==> config.mk <==
export PLATFORM = sky130hd
export DESIGN_NAME = adc_accum
export DESIGN_NICKNAME = d
export VERILOG_FILES = /design/src/rtl/adc_acc_pkg.sv /design/src/rtl/adc_acc_chan.sv /design/src/rtl/adc_acc_counters.sv /design/src/rtl/adc_acc_shadow.sv /design/src/rtl/adc_accum.sv
export SDC_FILE = /design/constraint.sdc
export NUM_CORES = 1
export LEC_CHECK = 0
export BUFFER_PORTS_ARGS = -buffer_cell sky130_fd_sc_hd__buf_2
export CAP_MARGIN = 15
export CORE_MARGIN = 1.5
export CORE_UTILIZATION = 60
export CTS_BUF_LIST = sky130_fd_sc_hd__clkbuf_4
export CTS_CLUSTER_SIZE = 10
export DETAILED_ROUTE_END_ITERATION = 10
export PLACE_DENSITY = 0.87
export SLEW_MARGIN = 20
export SYNTH_ARGS = -nofsm -noshare
export SYNTH_HDL_FRONTEND = slang
export SYNTH_SLANG_ARGS = --single-unit
==> constraint.sdc <==
create_clock -name clk -period 5.35 [get_ports clk]
set_clock_uncertainty 0.15 [all_clocks]
set_input_delay 0 -clock clk [delete_from_list [all_inputs] [get_ports clk]]
set_output_delay 0 -clock clk [all_outputs]
set_load 0.03 [all_outputs]
==> src/rtl/adc_acc_pkg.sv <==
package adc_acc_pkg;
   // width of an index able to address n items, never below one bit
   function automatic int idx_width(input int n);
      return (n <= 1) ? 1 : $clog2(n);
   endfunction
endpackage

==> src/rtl/adc_acc_chan.sv <==
module adc_acc_chan #(
   parameter int SAMPLE_W = 12,
   parameter int SUM_W    = 64,
   parameter int CH_W     = 2,
   parameter int CH_ID    = 0
) (
   input  logic                clk,
   input  logic                rst_n,
   input  logic                run,
   input  logic                restart,
   input  logic                conv_valid,
   input  logic [CH_W-1:0]     conv_chan,
   input  logic [SAMPLE_W-1:0] conv_data,
   output logic [SAMPLE_W-1:0] latest,
   output logic [SUM_W-1:0]    total
);
   localparam logic [CH_W-1:0] MY_TAG = CH_ID[CH_W-1:0];

   logic             hit;
   logic [SUM_W-1:0] base;
   logic [SUM_W-1:0] addend;

   assign hit    = conv_valid && (conv_chan == MY_TAG);
   assign base   = restart ? '0 : total;
   assign addend = hit ? SUM_W'(conv_data) : '0;

   always_ff @(posedge clk or negedge rst_n) begin
      if (!rst_n) begin
         latest <= '0;
         total  <= '0;
      end else begin
         if (hit) latest <= conv_data;
         if (run) total <= base + addend;
      end
   end
endmodule

==> src/rtl/adc_acc_counters.sv <==
module adc_acc_counters #(
   parameter int SEQ_W = 32,
   parameter int CYC_W = 64
) (
   input  logic             clk,
   input  logic             rst_n,
   input  logic             run,
   input  logic             restart,
   input  logic             seq_done,
   output logic [SEQ_W-1:0] seq_cnt,
   output logic [CYC_W-1:0] cyc_cnt
);
   logic [SEQ_W-1:0] seq_base;
   logic [CYC_W-1:0] cyc_base;

   assign seq_base = restart ? '0 : seq_cnt;
   assign cyc_base = restart ? '0 : cyc_cnt;

   always_ff @(posedge clk or negedge rst_n) begin
      if (!rst_n) begin
         seq_cnt <= '0;
         cyc_cnt <= '0;
      end else if (run) begin
         seq_cnt <= seq_base + (seq_done ? SEQ_W'(1) : SEQ_W'(0));
         cyc_cnt <= cyc_base + CYC_W'(1);
      end
   end
endmodule

==> src/rtl/adc_acc_shadow.sv <==
module adc_acc_shadow #(
   parameter int W = 8
) (
   input  logic         clk,
   input  logic         rst_n,
   input  logic         capture,
   input  logic [W-1:0] d,
   output logic [W-1:0] q
);
   always_ff @(posedge clk or negedge rst_n) begin
      if (!rst_n)       q <= '0;
      else if (capture) q <= d;
   end
endmodule

==> src/rtl/adc_accum.sv <==
module adc_accum
   import adc_acc_pkg::*;
#(
   parameter int NUM_CH        = 4,
   parameter int SAMPLE_W      = 12,
   parameter int SUM_W         = 64,
   parameter int SEQ_W         = 32,
   parameter int CYC_W         = 64,
   parameter bit SHADOW_LATEST = 1'b1,
   localparam int CH_W         = idx_width(NUM_CH)
) (
   input  logic                       clk,
   input  logic                       rst_n,
   input  logic                       sample_en,
   input  logic                       conv_valid,
   input  logic [CH_W-1:0]            conv_chan,
   input  logic [SAMPLE_W-1:0]        conv_data,
   input  logic                       snap_wr,
   output logic [NUM_CH*SAMPLE_W-1:0] latest,
   output logic                       snap_flag,
   output logic [NUM_CH*SAMPLE_W-1:0] shd_latest,
   output logic [NUM_CH*SUM_W-1:0]    shd_sum,
   output logic [SEQ_W-1:0]           shd_seq,
   output logic [CYC_W-1:0]           shd_cyc
);
   localparam int LAT_BITS = NUM_CH * SAMPLE_W;
   localparam int SUM_BITS = NUM_CH * SUM_W;
   localparam int CNT_BITS = SEQ_W + CYC_W;
   localparam logic [CH_W-1:0] LAST_TAG = CH_W'(NUM_CH - 1);

   if (NUM_CH < 2) begin : g_err_ch
      $error("adc_accum: NUM_CH must be at least 2");
   end
   if (SUM_W < SAMPLE_W) begin : g_err_sum
      $error("adc_accum: SUM_W must not be narrower than SAMPLE_W");
   end
   if (SEQ_W < 1 || CYC_W < 1) begin : g_err_cnt
      $error("adc_accum: counter widths must be positive");
   end

   logic             en_q;
   logic             restart;
   logic             seq_done;
   logic [SUM_BITS-1:0] live_sum;
   logic [SEQ_W-1:0] live_seq;
   logic [CYC_W-1:0] live_cyc;

   assign restart  = sample_en && !en_q;
   assign seq_done = conv_valid && (conv_chan == LAST_TAG);

   always_ff @(posedge clk or negedge rst_n) begin
      if (!rst_n) begin
         en_q      <= 1'b0;
         snap_flag <= 1'b0;
      end else begin
         en_q      <= sample_en;
         snap_flag <= snap_wr;
      end
   end

   for (genvar k = 0; k < NUM_CH; k++) begin : g_chan
      adc_acc_chan #(
         .SAMPLE_W(SAMPLE_W), .SUM_W(SUM_W), .CH_W(CH_W), .CH_ID(k)
      ) u_chan (
         .clk        (clk),
         .rst_n      (rst_n),
         .run        (sample_en),
         .restart    (restart),
         .conv_valid (conv_valid),
         .conv_chan  (conv_chan),
         .conv_data  (conv_data),
         .latest     (latest[k*SAMPLE_W +: SAMPLE_W]),
         .total      (live_sum[k*SUM_W +: SUM_W])
      );
   end

   adc_acc_counters #(.SEQ_W(SEQ_W), .CYC_W(CYC_W)) u_cnt (
      .clk      (clk),
      .rst_n    (rst_n),
      .run      (sample_en),
      .restart  (restart),
      .seq_done (seq_done),
      .seq_cnt  (live_seq),
      .cyc_cnt  (live_cyc)
   );

   adc_acc_shadow #(.W(SUM_BITS + CNT_BITS)) u_shd_acc (
      .clk     (clk),
      .rst_n   (rst_n),
      .capture (snap_flag),
      .d       ({live_sum, live_seq, live_cyc}),
      .q       ({shd_sum, shd_seq, shd_cyc})
   );

   if (SHADOW_LATEST) begin : g_shd_lat
      adc_acc_shadow #(.W(LAT_BITS)) u_shd_lat (
         .clk     (clk),
         .rst_n   (rst_n),
         .capture (snap_flag),
         .d       (latest),
         .q       (shd_latest)
      );
   end else begin : g_pass_lat
      assign shd_latest = latest;
   end
endmodule

==> impl_metrics.yaml, run 1 <==
die:
  die_x_um: 255
  die_area_mm2: 0.0648
  boundaryPins: 468
  fp.dieH_um: 255
  core-area_mm2: 0.0629
  rows: 92
  start_util: 0.604
clocking:
  h-tree-depth: 4
  clock_latency_ps: 1040
  ctsLongestPathBuffers: 3
  clk_pin_slew_ps: 70
  clkSinkCount: 802
  cts_tree: "yes"
  cts_buffers: 207
  cts_root_buf: "clkbuf_4"
  cts_setup_buffers: 0
  cts-resized-gates: 0
  cts_hold_buf: 43
final_layout:
  nNetsFinal: 4041
  syn_to_final_growth_pct: 16.3
  final_cells: 4955
  postLayoutCellArea_mm2: 0.0441
  layout-drive-gt1-share: 0.329
logic_synthesis:
  ys_dominant_reg_cell: "dfrtp_1"
  ys_types: 87
  syn_nets: 3442
  synth_edf_count: 0
  syn-mean-instance-area_um2: 11.3
  ys_seq_area_frac: 0.529
  netlist_instances: 3368
  synthArstFlopShare: 1.00
  syn_area_mm2: 0.0380
  ys_warn_count: 0
  synth_seq_cells: 802
route:
  wirelength_um: 107000
  dr.pass1.iters: 6
  drt_iter0_drc: 2939
  vias_per_cell: 6.06
  vias: 30052
  wl_per_cell_um: 21.7
  antenna_left: 0
  drcViolationCount: 0
worst_setup_path:
  required_ps: 6100
  crit_type: "reg2reg"
  worstSetupEndpoint: "g_chan[2].u_chan.total[27]$_DFFE_PN0P_"
  cp-start-kind: "flop"
  r2r-end: "g_chan[2].u_chan.total[27]$_DFFE_PN0P_"
  crit_fanout: 58
  r2r_cells: 10
  crit_start: "en_q$_DFF_PN0_"
  r2r_start: "en_q$_DFF_PN0_"
  worstPathArrival_ps: 4930
  r2r_slack_ps: 1170
  worst_setup_path_end_kind: "flop"
sta:
  slew_headroom: 0.279
  hold_viol_final: 0
  finalCritPeriodShare: 0.782
  worst_pin_slew_ps: 1070
  tns_ps: 0
  setup_viol: 0
  fin_crit_ps: 4180
  fmax_ghz: 0.239
  drv_slew: 0
  grt_setup_unrepaired: "no"
placed_design:
  hpwl_um: 71100
  place_congestion: 0.950
  numPortBuffers: 467
  placed_cell_area_mm2: 0.0412
  dp_cells: 4561
status:
  outcome: "finished, final reports clean"
flow_run:
  drv_cap: 0
power:
  irDropWorstVdd_uv: 420
  powerDensity_mw_per_mm2: 329
  power.leakage_nw: 21.3
worst_hold_path:
  min_path_type: "in2async"
global_route:
  grt_pass1_wl_um: 168000
  grt_antenna_before_repair: 2
  grt_max_degree: 175
  track_usage: 0.334
  first_global_vias: 30315
  grt_overflow: 0
layout by cell type, fill, tap and decap left out, types with 19 or more instances in the layout:
| cell type | count |
|---|---|
| dfrtp_1 | 800 |
| mux2_2 | 491 |
| buf_2 | 465 |
| nand2_1 | 315 |
| clkbuf_4 | 288 |
| nor2_1 | 196 |
| nand3_1 | 142 |
| and2_1 | 129 |
| xor2_1 | 119 |
| nand4_1 | 117 |
| xnor2_1 | 114 |
| a21oi_1 | 92 |
| o21ai_0 | 71 |
| nor3_1 | 66 |
| and3_1 | 65 |
| inv_1 | 54 |
| ha_1 | 51 |
| dlygate4sd3_1 | 41 |
| nor4_1 | 38 |
| clkinv_1 | 35 |
| or3_1 | 31 |
| and4_1 | 24 |
| buf_4 | 21 |
| a31oi_1 | 19 |
metrics by stage:
stage | util | power, W | hold WS, ps | setup WS [ps]
after floorplan | - | 0.00849 | -446 | 1040
after global placement | 0.655 | 0.00930 | -93.2 | 1380
after detailed placement | 0.655 | 0.00937 | -103 | 1270
after CTS | 0.702 | 0.0146 | 4.56 | 1260
after global routing | 0.702 | 0.0152 | 66.1 | 967
final | 0.702 | 0.0145 | 94.4 | 1170
registers in the layout, indices dropped and copies added (netlist names):
| register | cells |
|---|---|
| en_q | 1 |
| u_cnt.seq_cnt | 32 |
| g_chan.u_chan.total | 256 |
| g_shd_lat.u_shd_lat.q | 48 |
| snap_flag | 1 |
| u_shd_acc.q | 352 |
| u_cnt.cyc_cnt | 64 |
| g_chan.u_chan.latest | 48 |
worst min path at each step:
stage	endpoint	start	depth (start not counted)	slack [ps]
after CTS	g_chan[2].u_chan.total[24]$_DFFE_PN0P_	rst_n	4	5
after global routing	g_chan[2].u_chan.total[24]$_DFFE_PN0P_	rst_n	4	70
after floorplan	en_q$_DFF_PN0_	rst_n	0	-450
after detailed placement	u_shd_acc.q[253]$_DFFE_PN0P_	rst_n	1	-100
final	g_chan[2].u_chan.total[29]$_DFFE_PN0P_	rst_n	4	90
after global placement	g_chan[2].u_chan.total[33]$_DFFE_PN0P_	rst_n	1	-90
metal layers:
metal | wire [um] | track usage | part of all wire
met1 | 41500 | 0.422 | 0.39
met2 | 50400 | 0.527 | 0.47
met3 | 10100 | 0.0922 | 0.094
met4 | 5440 | 0.178 | 0.051
met5 | 0 | 0 | 0
layout make-up:
class / instances / area [um2]
antenna: 1 / 2.50
clock buffer: 288 / 2160
clock inverter: 62 / 372
fill: 4444 / 18700
inverter: 56 / 211
multi-input combinational: 2361 / 17100
sequential: 802 / 20100
tap: 846 / 1060
timing repair buffer: 539 / 3140
where the power goes:
group / internal [W] / switching [W]
Sequential: 0.00653 / 0.000372
Combinational: 0.000860 / 0.00158
Clock: 0.00263 / 0.00256
Total: 0.0100 / 0.00451
logic make-up (layout without fill, tap and decap cells):
logic type,Yosys count,in the layout,share of synthesized area
AND/OR/NAND/NOR,1237,1237,0.172
adder cells (fa/ha/maj),55,55,0.0189
buffers and inverters,205,945,0.0209
other,0,1,0
flip-flops,802,802,0.529
XOR/XNOR,233,233,0.0537
multiplexers,506,506,0.150
AO/OA/AOI/OAI,330,330,0.0565
Yosys cell counts (all sizes together), types with 37 or more instances:
cell | n | area share
and2 | 131 | 0.022
and3 | 65 | 0.011
nor2 | 196 | 0.019
nand3 | 142 | 0.019
nand4 | 119 | 0.020
clkbuf | 112 | 0.011
a21oi | 92 | 0.012
inv | 55 | 0.0054
mux2 | 491 | 0.15
nor4 | 50 | 0.011
dfrtp | 802 | 0.53
nand2 | 316 | 0.031
buf | 37 | 0.0043
xor2 | 119 | 0.027
o21ai | 73 | 0.0096
ha | 51 | 0.017
nor3 | 70 | 0.0098
xnor2 | 114 | 0.026
worst max-delay path, cell delays in order, from the launching register on:
cell and delay (ps):
dfrtp_2 400, nand2b_4 410, and2_1 320, ha_1 360, a21oi_1 200, o21ai_0 160
a221oi_1 880, nand2_1 410, nand3_1 190, dlygate4sd3_1 550, o21ai_0 70
No activity file was read; power rests on OpenSTA's default activity.
==> run 2: changes to the inputs <==
clock period = 4.3 ns   (was 5.35 ns; I/O delays follow)
==> run 2 against run 1 <==
Against the previous run: first-iteration DRC count decreased by 5.3%; largest power group unchanged; global-route usage decreased by 0.17 points; critical endpoint is now g_chan[3].u_chan.total[38]$_DFFE_PN0P_; utilization increased by 0.41 points; sequential share of layout area decreased by 0.27 points; via count increased by 0.20%; clock power increased by 25%; sequential power increased by 24%; register-to-register slack got worse by 960 ps; cell count increased by 0.48%; setup slack got worse by 1100 ps.
==> impl_metrics.yaml, run 2 (same netlist as run 1, synthesis figures left out) <==
status:
  outcome: "finished, final reports clean"
die:
  die_area_mm2: 0.0648
  die_x_um: 255
  core-area_mm2: 0.0629
  rows: 92
  boundaryPins: 468
  start_util: 0.604
  fp.dieH_um: 255
flow_run:
  drv_cap: 0
power:
  power.leakage_nw: 21.4
  p_seq_frac: 0.473
  switchingPower_w: 0.00560
  pwr-share-clk: 0.357
  p_total_w: 0.0181
  irDropWorstVdd_uv: 397
  powerDensity_mw_per_mm2: 408
  p_sw_frac: 0.309
  p_int_w: 0.0125
  p_comb_frac: 0.170
clocking:
  clock_latency_ps: 1040
  h-tree-depth: 4
  cts_tree: "yes"
  cts_root_buf: "clkbuf_4"
  cts_buffers: 202
  clkSinkCount: 802
  clk_pin_slew_ps: 60
  ctsLongestPathBuffers: 3
final_layout:
  postLayoutCellArea_mm2: 0.0444
  fill_cells: 4425
  largest_reg_flops: 352
  most-common-layout-cells: "dfrtp_1, mux2_2, buf_2"
  multiInputGateArea_mm2: 0.0171
  layout-drive-gt1-share: 0.327
  largestRegisters: "u_shd_acc.q (352), g_chan.u_chan.total (256), u_cnt.cyc_cnt (64)"
  regMostFlops: "u_shd_acc.q"
  nNetsFinal: 4055
  syn_to_final_growth_pct: 16.9
  final_cells: 4979
  regArea_mm2: 0.0201
  post-route-util: 0.707
  final_common_cell: "dfrtp_1"
worst_hold_path:
  min_delay_path_depth: 5
  min_path_type: "in2reg"
sta:
  fmax_ghz: 0.238
  drv_slew: 0
  grt_setup_unrepaired: "no"
  slew_headroom: 0.263
  hold_viol_final: 0
  setup_viol: 0
  worst_pin_slew_ps: 1090
  finalCritPeriodShare: 0.977
  fin_crit_ps: 4200
  tns_ps: 0
placed_design:
  placed_cell_area_mm2: 0.0414
  numPortBuffers: 467
  hpwl_um: 71100
  place_congestion: 0.960
  dp_cells: 4576
route:
  vias: 30113
  vias_per_cell: 6.05
  antenna_left: 0
  dr.pass1.iters: 5
  drcViolationCount: 0
  drt_iter0_drc: 2784
  wirelength_um: 108000
  wl_per_cell_um: 21.7
worst_setup_path:
  r2r_cells: 13
  crit_path_cell_trace: "dlygate4sd3_1 -> dlygate4sd3_1 -> buf_2 -> dlygate4sd3_1 -> and2_1 -> ha_1 -> inv_1 -> fa_1 -> nor2b_1 -> o311a_1 -> o311ai_0 -> a211oi_1 -> buf_4 -> a31oi_1 -> o21ai_0 -> o31ai_1"
  cp.depth: 16
  cp-start-kind: "input pin"
  path_buf_inv: 6
  required_ps: 5040
  cpMostUsedCell: "dlygate4sd3_1"
  crit_type: "in2reg"
  worst_setup_path_end_kind: "flop"
  path_delay_family: "buffers and inverters"
  worstPathArrival_ps: 4940
  crit_fanout: 9
  max_stage_delay_ps: 940
  critPathSlowestCell: "o311ai_0"
global_route:
  grt_max_degree: 111
  grt_antenna_before_repair: 1
  track_usage: 0.333
  first_global_vias: 30027
  grt_pass1_wl_um: 167000
  grt_overflow: 0
## run 2: cell count changes in the layout (fill, tap and decap cells not counted), sizes merged, moves of 3 or more
cell         delta
buf            +14
clkbuf          -6
clkinv         +17
clkinvlp        -3
dlygate4sd3     +5
inv             -5
## run 2: final cells by class
cell class	instances	area share
diodes	1	0.0000564
clock buffers	282	0.0477
clock inverters	73	0.00969
inverters	56	0.00476
multi-input cells	2361	0.386
flip-flops and latches	802	0.452
well taps	846	0.0238
repair buffers	558	0.0759
## run 2: worst min-delay path, stage by stage
cell and delay, ps:
dlygate4sd3_1 550, buf_4 180, nor2b_4 180, buf_12 180, nor2_1 130
## run 2: per-layer routing
layer  track usage  up-vias  wire length, um  part of all wire
li1              -    13423                -                 -
met1         0.420    14924            41500              0.38
met2         0.524     1457            51200              0.48
met3        0.0906      309             9680             0.090
met4         0.178        0             5450             0.051
met5             0        -                0                 0
## run 2: what timing repair did
action,4_1_cts,5_1_grt
resized for setup,0,1
endpoints found under the setup margin,0,15
hold buffers,47,1
setup buffers,0,0
hold endpoints to repair,1202,1
## run 2: power groups by stage
stage / Combinational [W] / Clock, W / Sequential (W)
floorplan: 0.00121 / 0 / 0.00936
global placement: 0.00292 / 0 / 0.00866
detailed placement: 0.00298 / 0 / 0.00868
CTS: 0.00305 / 0.00659 / 0.00856
global route: 0.00327 / 0.00699 / 0.00864
finish: 0.00308 / 0.00648 / 0.00858
## run 2: final timing paths
| path | end | slack [ps] | startpoint |
|---|---|---|---|
| min reg2reg | u_shd_acc.q[104]$_DFFE_PN0P_ | 330 | g_chan[0].u_chan.total[8]$_DFFE_PN0P_ |
| max in group asynchronous | u_shd_acc.q[128]$_DFFE_PN0P_ | 3190 | rst_n |
| max reg2reg | g_chan[3].u_chan.total[38]$_DFFE_PN0P_ | 210 | en_q$_DFF_PN0_ |
| min | g_chan[3].u_chan.total[16]$_DFFE_PN0P_ | 150 | sample_en |
| min in group asynchronous | g_chan[3].u_chan.total[46]$_DFFE_PN0P_ | 180 | rst_n |
| max | g_chan[3].u_chan.total[38]$_DFFE_PN0P_ | 100 | conv_data[0] |
## run 2: metrics by stage
stage,hold WS [ps],setup WS [ps]
2_1_floorplan,-446,10.1
6_report,150,100
3_3_place_gp,-37.0,446
4_1_cts,27.2,228
5_1_grt,80.8,106
3_5_place_dp,-39.4,399
